`src/rtl/tdc_hit_calc.sv`:
```
module tdc_hit_calc #(
  parameter int CW = 24,
  parameter int TW = 24,
  parameter int FINE_STEPS = 200,
  parameter int RW = 32,
  parameter int NH = 3,
  localparam int FW = $clog2(FINE_STEPS)
) (
  input  logic            clk,
  input  logic            rst_n,
  input  logic            arm,
  input  logic            clr,
  input  logic            mode_rise,
  input  logic            bist_en,
  input  logic [TW-1:0]   timeout_cyc,
  input  logic            start_stb,
  input  logic [FW-1:0]   start_fine,
  input  logic [NH-1:0]   rise_stb,
  input  logic [NH*FW-1:0] rise_fine,
  input  logic [NH-1:0]   trail_stb,
  input  logic [NH*FW-1:0] trail_fine,
  output logic            done,
  input  logic            sclk,
  input  logic            cs_n,
  input  logic            mosi,
  output logic            miso
);
  localparam int NCH = 1 + 2*NH;
  localparam int BW = $clog2(4*NH + 8) + 1;
  localparam logic [FW-1:0] BF_START = FW'(FINE_STEPS*3/4);
  localparam logic [FW-1:0] BF_TRAIL = FW'(FINE_STEPS/40);

  typedef enum logic [1:0] {S_IDLE, S_WAIT, S_MEAS, S_DONE} st_t;
  st_t st;

  logic [CW-1:0] cnt;
  logic [TW-1:0] tcnt;
  logic [BW-1:0] bc;
  logic mode_q, bist_q, meas;
  logic [NCH-1:0] ev, b_ev, cap, got;
  logic [FW-1:0] ev_f [NCH];
  logic [FW-1:0] b_f [NCH];
  logic [CW-1:0] ts_c [NCH];
  logic [FW-1:0] ts_f [NCH];
  logic [NH-1:0] hit_ok;
  logic [RW-1:0] ivl [NH];
  logic [RW-1:0] shp [NH];

  function automatic logic [RW-1:0] span(input logic [CW-1:0] ca, input logic [FW-1:0] fa,
                                         input logic [CW-1:0] cb, input logic [FW-1:0] fb);
    logic [CW-1:0] dc;
    dc = cb - ca;
    return RW'(dc) * RW'(FINE_STEPS) + RW'(fb) - RW'(fa);
  endfunction

  assign meas = (st == S_MEAS);
  assign done = (st == S_DONE);

  assign b_ev[0] = (bc == BW'(2));
  assign b_f[0]  = BF_START;
  assign ev[0]   = bist_q ? b_ev[0] : start_stb;
  assign ev_f[0] = bist_q ? b_f[0] : start_fine;
  assign cap[0]  = (st == S_WAIT) && ev[0];

  for (genvar k = 0; k < NH; k++) begin : g_hit
    localparam int R = 1 + k;
    localparam int T = 1 + NH + k;
    assign b_ev[R] = (bc == BW'(2 + 4*(k+1)));
    assign b_ev[T] = (bc == BW'(2 + 4*(k+1)) + (mode_q ? BW'(1) : BW'(2)));
    assign b_f[R]  = FW'((k+1)*FINE_STEPS/20);
    assign b_f[T]  = BF_TRAIL;
    assign ev[R]   = bist_q ? b_ev[R] : rise_stb[k];
    assign ev[T]   = bist_q ? b_ev[T] : trail_stb[k];
    assign ev_f[R] = bist_q ? b_f[R] : rise_fine[k*FW +: FW];
    assign ev_f[T] = bist_q ? b_f[T] : trail_fine[k*FW +: FW];
    assign cap[R]  = meas && ev[R] && !got[R];
    assign cap[T]  = meas && ev[T] && got[R] && !got[T];
    assign hit_ok[k] = got[R] && got[T];
    assign ivl[k] = hit_ok[k] ? span(ts_c[0], ts_f[0], ts_c[R], ts_f[R]) : '0;
    assign shp[k] = hit_ok[k] ? span(ts_c[R], ts_f[R], ts_c[T], ts_f[T]) : '0;
  end

  for (genvar c = 0; c < NCH; c++) begin : g_cap
    always_ff @(posedge clk or negedge rst_n) begin
      if (!rst_n) begin
        got[c]  <= 1'b0;
        ts_c[c] <= '0;
        ts_f[c] <= '0;
      end else if (clr || (arm && st == S_IDLE)) begin
        got[c] <= 1'b0;
      end else if (cap[c]) begin
        got[c]  <= 1'b1;
        ts_c[c] <= cnt;
        ts_f[c] <= ev_f[c];
      end
    end
  end

  always_ff @(posedge clk or negedge rst_n) begin
    if (!rst_n) begin
      st <= S_IDLE;
      cnt <= '0;
      tcnt <= '0;
      bc <= '0;
      mode_q <= 1'b0;
      bist_q <= 1'b0;
    end else begin
      cnt <= cnt + 1'b1;
      if (st == S_IDLE) bc <= '0;
      else if (bc != '1) bc <= bc + 1'b1;
      if (clr) st <= S_IDLE;
      else case (st)
        S_IDLE: if (arm) begin
          st <= S_WAIT;
          mode_q <= mode_rise;
          bist_q <= bist_en;
        end
        S_WAIT: if (ev[0]) begin
          st <= S_MEAS;
          tcnt <= '0;
        end
        S_MEAS: begin
          tcnt <= tcnt + 1'b1;
          if ((&hit_ok) || tcnt == timeout_cyc - 1'b1) st <= S_DONE;
        end
        default: ;
      endcase
    end
  end

  logic [2:0] s_sck;
  logic [1:0] s_cs, s_mosi;
  logic [5:0] bitn;
  logic [7:0] addr, nxt_addr;
  logic [RW-1:0] sh, rdata;
  logic sck_rise, sck_fall;

  assign sck_rise = s_sck[1] && !s_sck[2];
  assign sck_fall = !s_sck[1] && s_sck[2];
  assign nxt_addr = {addr[6:0], s_mosi[1]};
  assign miso = sh[RW-1];

  always_comb begin
    rdata = '0;
    if (nxt_addr == 8'd0) rdata = RW'({done, bist_q, mode_q, hit_ok});
    for (int k = 0; k < NH; k++) begin
      if (nxt_addr == 8'(1 + k)) rdata = ivl[k];
      if (nxt_addr == 8'(1 + NH + k)) rdata = shp[k];
    end
  end

  always_ff @(posedge clk or negedge rst_n) begin
    if (!rst_n) begin
      s_sck <= '0;
      s_cs <= '1;
      s_mosi <= '0;
      bitn <= '0;
      addr <= '0;
      sh <= '0;
    end else begin
      s_sck <= {s_sck[1:0], sclk};
      s_cs <= {s_cs[0], cs_n};
      s_mosi <= {s_mosi[0], mosi};
      if (s_cs[1]) bitn <= '0;
      else if (sck_rise) begin
        bitn <= bitn + 1'b1;
        if (bitn < 6'd8) addr <= nxt_addr;
        if (bitn == 6'd7) sh <= rdata;
      end else if (sck_fall && bitn >= 6'd9) begin
        sh <= {sh[RW-2:0], 1'b0};
      end
    end
  end
endmodule

```
`config.mk`:
```
export PLATFORM = sky130hd
export DESIGN_NAME = tdc_hit_calc
export DESIGN_NICKNAME = d
export VERILOG_FILES = /design/src/rtl/tdc_hit_calc.sv
export SDC_FILE = /design/constraint.sdc
export NUM_CORES = 2
export LEC_CHECK = 0
export ABC_CLOCK_PERIOD_IN_PS = 9300
export BUFFER_PORTS_ARGS = -buffer_cell sky130_fd_sc_hd__buf_2
export CORE_AREA = 2 2 348 350
export DETAILED_ROUTE_END_ITERATION = 12
export DIE_AREA = 0 0 350 352
export PLACE_DENSITY_LB_ADDON = 0.15
export SETUP_SLACK_MARGIN = 0.15
export SLEW_MARGIN = 15
export SYNTH_ARGS = -nofsm -noshare
export SYNTH_HDL_FRONTEND = slang
export SYNTH_SLANG_ARGS = --single-unit
```
`constraint.sdc`:
```
create_clock -name clk -period 9.3 [get_ports clk]
set_clock_uncertainty 0.2 [all_clocks]
set_input_delay 1.86 -clock clk [delete_from_list [all_inputs] [get_ports clk]]
set_output_delay 1.86 -clock clk [all_outputs]
set_load 0.05 [all_outputs]
```
# Word-level counts from Yosys, hierarchy flattened
# Cells that the tools add are included.
[totals]
reg_bits = 340
latchBits = 0
ram_bits = 0
romBits = 0
in_bits = 96
word_cells = 206
memories = 0
[classes]
n_addsub = 26
mul = 6
n_div = 0
magnitude_cmp = 2
eq_ne = 24
shift = 0
muxes = 54
bitwise = 3
n_reduce_logical = 59
[ops]
columns = ["cell", "n"]
rows = [
  ["32-bit two-way mux", 15],
  ["32-bit by 8-bit adder with 32-bit output", 6],
  ["32-bit by 8-bit subtractor with 32-bit output", 6],
  ["24-bit by 5-bit multiplier with 29-bit output (second input constant)", 6],
  ["24-bit subtractor", 6],
  ["8-bit two-way mux", 7],
  ["24-bit by 1-bit adder with 24-bit output (second input constant)", 2],
  ["24-bit one-hot mux with 2 select lines", 1],
  ["6-bit two-way mux", 5],
  ["24-bit == test", 1],
  ["8-bit by 3-bit == test with 1-bit output (second input constant)", 3],
  ["24-bit two-way mux", 1],
  ["24-bit by 1-bit subtractor with 24-bit output (second input constant)", 1],
  ["1-bit logical AND", 23],
  ["2-bit nonzero test", 10],
  ["1-bit two-way mux", 19],
  ["8-bit by 2-bit == test with 1-bit output (second input constant)", 2],
  ["3-bit AND reduction", 5],
  ["2-bit AND reduction", 7],
  ["6-bit by 1-bit adder with 6-bit output (second input constant)", 2],
  ["6-bit by 3-bit == test with 1-bit output (second input constant)", 2],
  ["6-bit by 4-bit == test with 1-bit output (second input constant)", 2],
  ["6-bit == test", 2],
  ["2-bit two-way mux", 5],
  ["other kinds (23)", 35],
]

# Longest topological paths before layout
[logic_depth]
ltp_word = 13
depth_mapped = 44
ltp_nobuf = 43

# Least setup slack after synthesis
# OpenSTA, ideal clock, no wires.
[synth_timing]
path_type = "reg-to-reg"
from = "register ts_c[48] (netlist bit)"
to = "register sh[31]"
setup_ns = 0.134
t_arrival_ns = 7.748
t_required_ns = 8.966
slack_ns = 1.218
stages_incl_launch_ff = 44
n_path_buf = 0
path_cell_list = "dfrtp_1 -> inv_1 -> ha_1 -> inv_1 -> fa_1 -> a21o_1 -> a21oi_1 -> o21bai_1 -> a21oi_1 -> o21bai_1 -> a21oi_1 -> o21bai_1 -> a21oi_1 -> xor2_1 -> inv_1 -> ha_1 -> ha_1 -> fa_1 -> [8 not listed] -> nand2b_1 -> a21o_1 -> a21oi_1 -> xnor2_1 -> inv_1 -> ha_1 -> nand2_1 -> a21oi_1 -> a2111oi_0 -> nand3_1 -> nand2_1 -> o221ai_1 -> a21oi_1 -> xnor2_1 -> xnor3_1 -> nor2_1 -> a2111oi_2 -> a21oi_1"
[synth_via]
elab_chain_cells = 12
[synth_lines]
columns = ["item", "line_no", "source"]
rows = [
  ["start: declaration", "43", "logic [CW-1:0] ts_c [NCH];"],
  ["start signal: indexed assignment", "93", "ts_c[c] <= cnt;"],
  ["24-bit subtractor", "52", "dc = cb - ca;"],
  ["24-bit by 5-bit multiplier with 29-bit output", "53", "return RW'(dc) * RW'(FINE_STEPS) + RW'(fb) - RW'(fa);"],
  ["32-bit by 8-bit adder with 32-bit output", "53", ""],
  ["32-bit by 8-bit subtractor with 32-bit output", "53", ""],
  ["32-bit two-way mux", "80", "assign shp[k] = hit_ok[k] ? span(ts_c[R], ts_f[R], ts_c[T], ts_f[T]) : '0;"],
  ["32-bit two-way mux", "148", "if (nxt_addr == 8'(1 + NH + k)) rdata = shp[k];"],
  ["32-bit two-way mux", "147", "if (nxt_addr == 8'(1 + k)) rdata = ivl[k];"],
  ["32-bit two-way mux", "148", ""],
  ["32-bit two-way mux", "147", ""],
  ["32-bit two-way mux", "148", ""],
  ["32-bit two-way mux", "168", "if (bitn == 6'd7) sh <= rdata;"],
  ["32-bit two-way mux", "165", "else if (sck_rise) begin"],
  ["end signal: assignment", "168", ""],
  ["end signal: assignment", "170", "sh <= {sh[RW-2:0], 1'b0};"],
  ["end: declaration", "135", "logic [RW-1:0] sh, rdata;"],
]
# Every way passes these cells. The select of a mux whose other input is x is not followed.
# A chain may end at the register's enable or synchronous reset.

# Worst setup path in the final report
[layout_timing]
from = "register ts_c[97] (netlist bit)"
to = "register sh[28]"
[layout_via]
elab_chain_cells = 11
[layout_lines]
columns = ["item", "line_no", "source"]
rows = [
  ["24-bit subtractor", "52", ""],
  ["24-bit by 5-bit multiplier with 29-bit output", "53", ""],
  ["32-bit by 8-bit adder with 32-bit output", "53", ""],
  ["32-bit by 8-bit subtractor with 32-bit output", "53", ""],
  ["32-bit two-way mux", "79", "assign ivl[k] = hit_ok[k] ? span(ts_c[0], ts_f[0], ts_c[R], ts_f[R]) : '0;"],
  ["32-bit two-way mux", "147", ""],
  ["32-bit two-way mux (*)", "148", ""],
  ["32-bit two-way mux (*)", "147", ""],
  ["32-bit two-way mux (*)", "148", ""],
  ["32-bit two-way mux (*)", "168", ""],
  ["32-bit two-way mux (*)", "165", ""],
]
# Mark *: on every way between the ends. The rest lies on a longest branch, timed or not. The select of a mux whose other input is x is not followed.

==> metrics.yaml <==
grt_pass1_vias: 38100
die_width_um: 350
clk_latency_ps: 650
antenna_found_initial: 7
cts.clk_slew.worst_paths_ps: 60
worstPathBufferInverterCount: 3
ys_async_sr_fraction: 1.00
worst-setup-path-type: "reg2reg"
cts-root-buf: "clkbuf_16"
syn_inst: 5286
fill_cells: 12100
syn_to_final_growth_pct: 10.3
regToRegStartpoint: "ts_c[97]$_DFFE_PN0P_"
grt_max_degree: 81
period_needed_ps: 8640
ctsHoldBuffers: 0
synthFlopType: "dfrtp_1"
clkSinkCount: 340
slowest_stage: "fa_1"
grt_usage: 0.226
min_to: "s_cs[1]$_DFF_PN1_"
r2r_end: "sh[28]$_DFFE_PN0P_"
netlist_area_um2: 45100
start_util: 0.378
holdPathStages: 0
die_y_um: 352
ys_seq_area_frac: 0.189
drive_above_1_share: 0.0851
drt-initial-drc-count: 2230
cts_made_buffers: 46
grt-ovfl-total: 0
synth-edff-count: 0
postRouteAntennaNets: 0
dp_hpwl_mm: 116
reg2regPathDepth: 36
syn_nets: 6342
slew_viol_final: 0
place.gp.congestion: 0.895
drtPass1Iterations: 5
maxCapViolCount: 0
row_count: 127
htreeDepth: 2
setup-tns-final_ps: 0
ys_ff_latch: 340
end_kind: "register"
rsz0062_at_grt: "yes"
dieArea_um2: 123000
ys_types: 90
vias: 38400
post-route-drc-count: 0
finalNetCount: 6435
crit_family: "compound AO/OA/AOI/OAI gates"
yosysWarnings: 0
worstMarginPinSlew_ps: 1220
layout_commonest_cell: "ha_1"
period_share: 0.929
arrival_ps: 8940
crit_required_ps: 9600
slowest_delay_ps: 460
reg2reg_setup_slack_ps: 660
start_kind: "register"
finalHoldViolations: 0
wirelength_mm: 140
final_cell_mix: "ha_1, inv_1, o21ai_0"
pin_count: 98
hp-start: "s_cs[0]$_DFF_PN1_"
min_path_type: "reg2reg"
cts_buffer_depth: 3
setup_violations: 0
cp_max_fo: 4
routed_via_density: 5.46
critical_path.most_common_cell: "ha_1"
wire_per_inst_um: 19.9
relSlewSlack: 0.182
avgSynthCellArea_um2: 8.52
design.core.area_um2: 119000
cts_tree: "yes"
status: "finished, final reports clean"
fmax_mhz: 116
port_buffers: 97
grt_first_pass_wirelength_mm: 216
per-stage QoR:
step	utilization	hold WS [ps]	std cells	setup slack (ps)	instance area, µm²
6_report	0.416	156	7031	665	49700
5_1_grt	0.416	165	7028	115	49700
4_1_cts	0.414	158	7026	207	49400
3_5_place_dp	0.400	139	6940	164	47700
3_3_place_gp	0.400	147	6940	147	47700
2_1_floorplan	-	131	5286	1220	45100
flip-flops by register name, summed over array words and instances, names as in the netlist, 2 cells and up:
| register | count |
|---|---|
| addr | 7 |
| bc | 6 |
| bitn | 6 |
| cnt | 24 |
| got | 6 |
| s_cs | 2 |
| s_mosi | 2 |
| s_sck | 3 |
| sh | 32 |
| st | 2 |
| tcnt | 24 |
| ts_c | 168 |
| ts_f | 56 |
worst reg2reg max path, delay by kind of cell, from the launching register on:
family / cells / cell delay [ps]
xor+xnor: 3 / 790
simple gates: 9 / 1310
compound gates: 15 / 3530
buf+inv: 3 / 400
fa+ha+maj: 6 / 1850
flops: 1 / 420
timing repair:
action                     4_1_cts  5_1_grt
resized for setup                0       59
buffers inserted                 1        2
setup endpoints to repair        1        7
pin swaps                        0        4
kinds of logic (layout without fill, tap and decap cells):
family | count (synthesis) | in the layout | synth area share
AO/OA/AOI/OAI | 1447 | 1447 | 0.206
XOR/XNOR | 482 | 482 | 0.0953
adder cells (fa/ha/maj) | 960 | 960 | 0.293
buffers and inverters | 699 | 829 | 0.0583
flip-flops | 340 | 340 | 0.189
multiplexers | 94 | 94 | 0.0232
other | 0 | 3 | 0
AND/OR/NAND/NOR | 1264 | 1264 | 0.136
Yosys cell counts, types with 138 or more instances:
library cell | count | area [µm²]
nand2_1 | 331 | 1240
dfrtp_1 | 338 | 8460
a21oi_1 | 347 | 1740
xnor2_1 | 298 | 2610
a21o_1 | 169 | 1270
nor2_1 | 321 | 1200
xor2_1 | 179 | 1570
inv_1 | 573 | 2150
fa_1 | 156 | 3120
nand3_1 | 138 | 691
o21ai_0 | 400 | 2000
ha_1 | 804 | 10100
final cells by class:
cell class,instances,area [µm²],share of cell area
Tap cell,1612,2020,0.0406
Antenna cell,3,7.51,0.000151
Inverter,573,2150,0.0433
Clock buffer,58,1280,0.0257
Clock inverter,27,418,0.00841
Timing Repair Buffer,171,1050,0.0212
Multi-Input combinational cell,4247,34300,0.689
Sequential cell,340,8510,0.171
routing by layer:
metal,share of wire,GRT usage,vias to the layer above
li1,-,-,19000
met1,0.49,0.326,18500
met2,0.44,0.362,699
met3,0.047,0.0214,166
met4,0.023,0.0512,2
met5,0.000050,0,-
worst max-delay path by stage:
stage	slack, ps	end	cells past startpoint	from
global route	110	sh[31]$_DFFE_PN0P_	40	ts_c[145]$_DFFE_PN0P_
global placement	150	sh[31]$_DFFE_PN0P_	43	ts_c[48]$_DFFE_PN0P_
CTS	210	sh[30]$_DFFE_PN0P_	41	ts_c[48]$_DFFE_PN0P_
floorplan	1220	sh[31]$_DFFE_PN0P_	43	ts_c[48]$_DFFE_PN0P_
detailed placement	160	sh[31]$_DFFE_PN0P_	43	ts_c[48]$_DFFE_PN0P_
finish	660	sh[28]$_DFFE_PN0P_	36	ts_c[97]$_DFFE_PN0P_
Power is not shown: default switching activity piles up to over one toggle a cycle in this logic, so the estimate is an artifact.
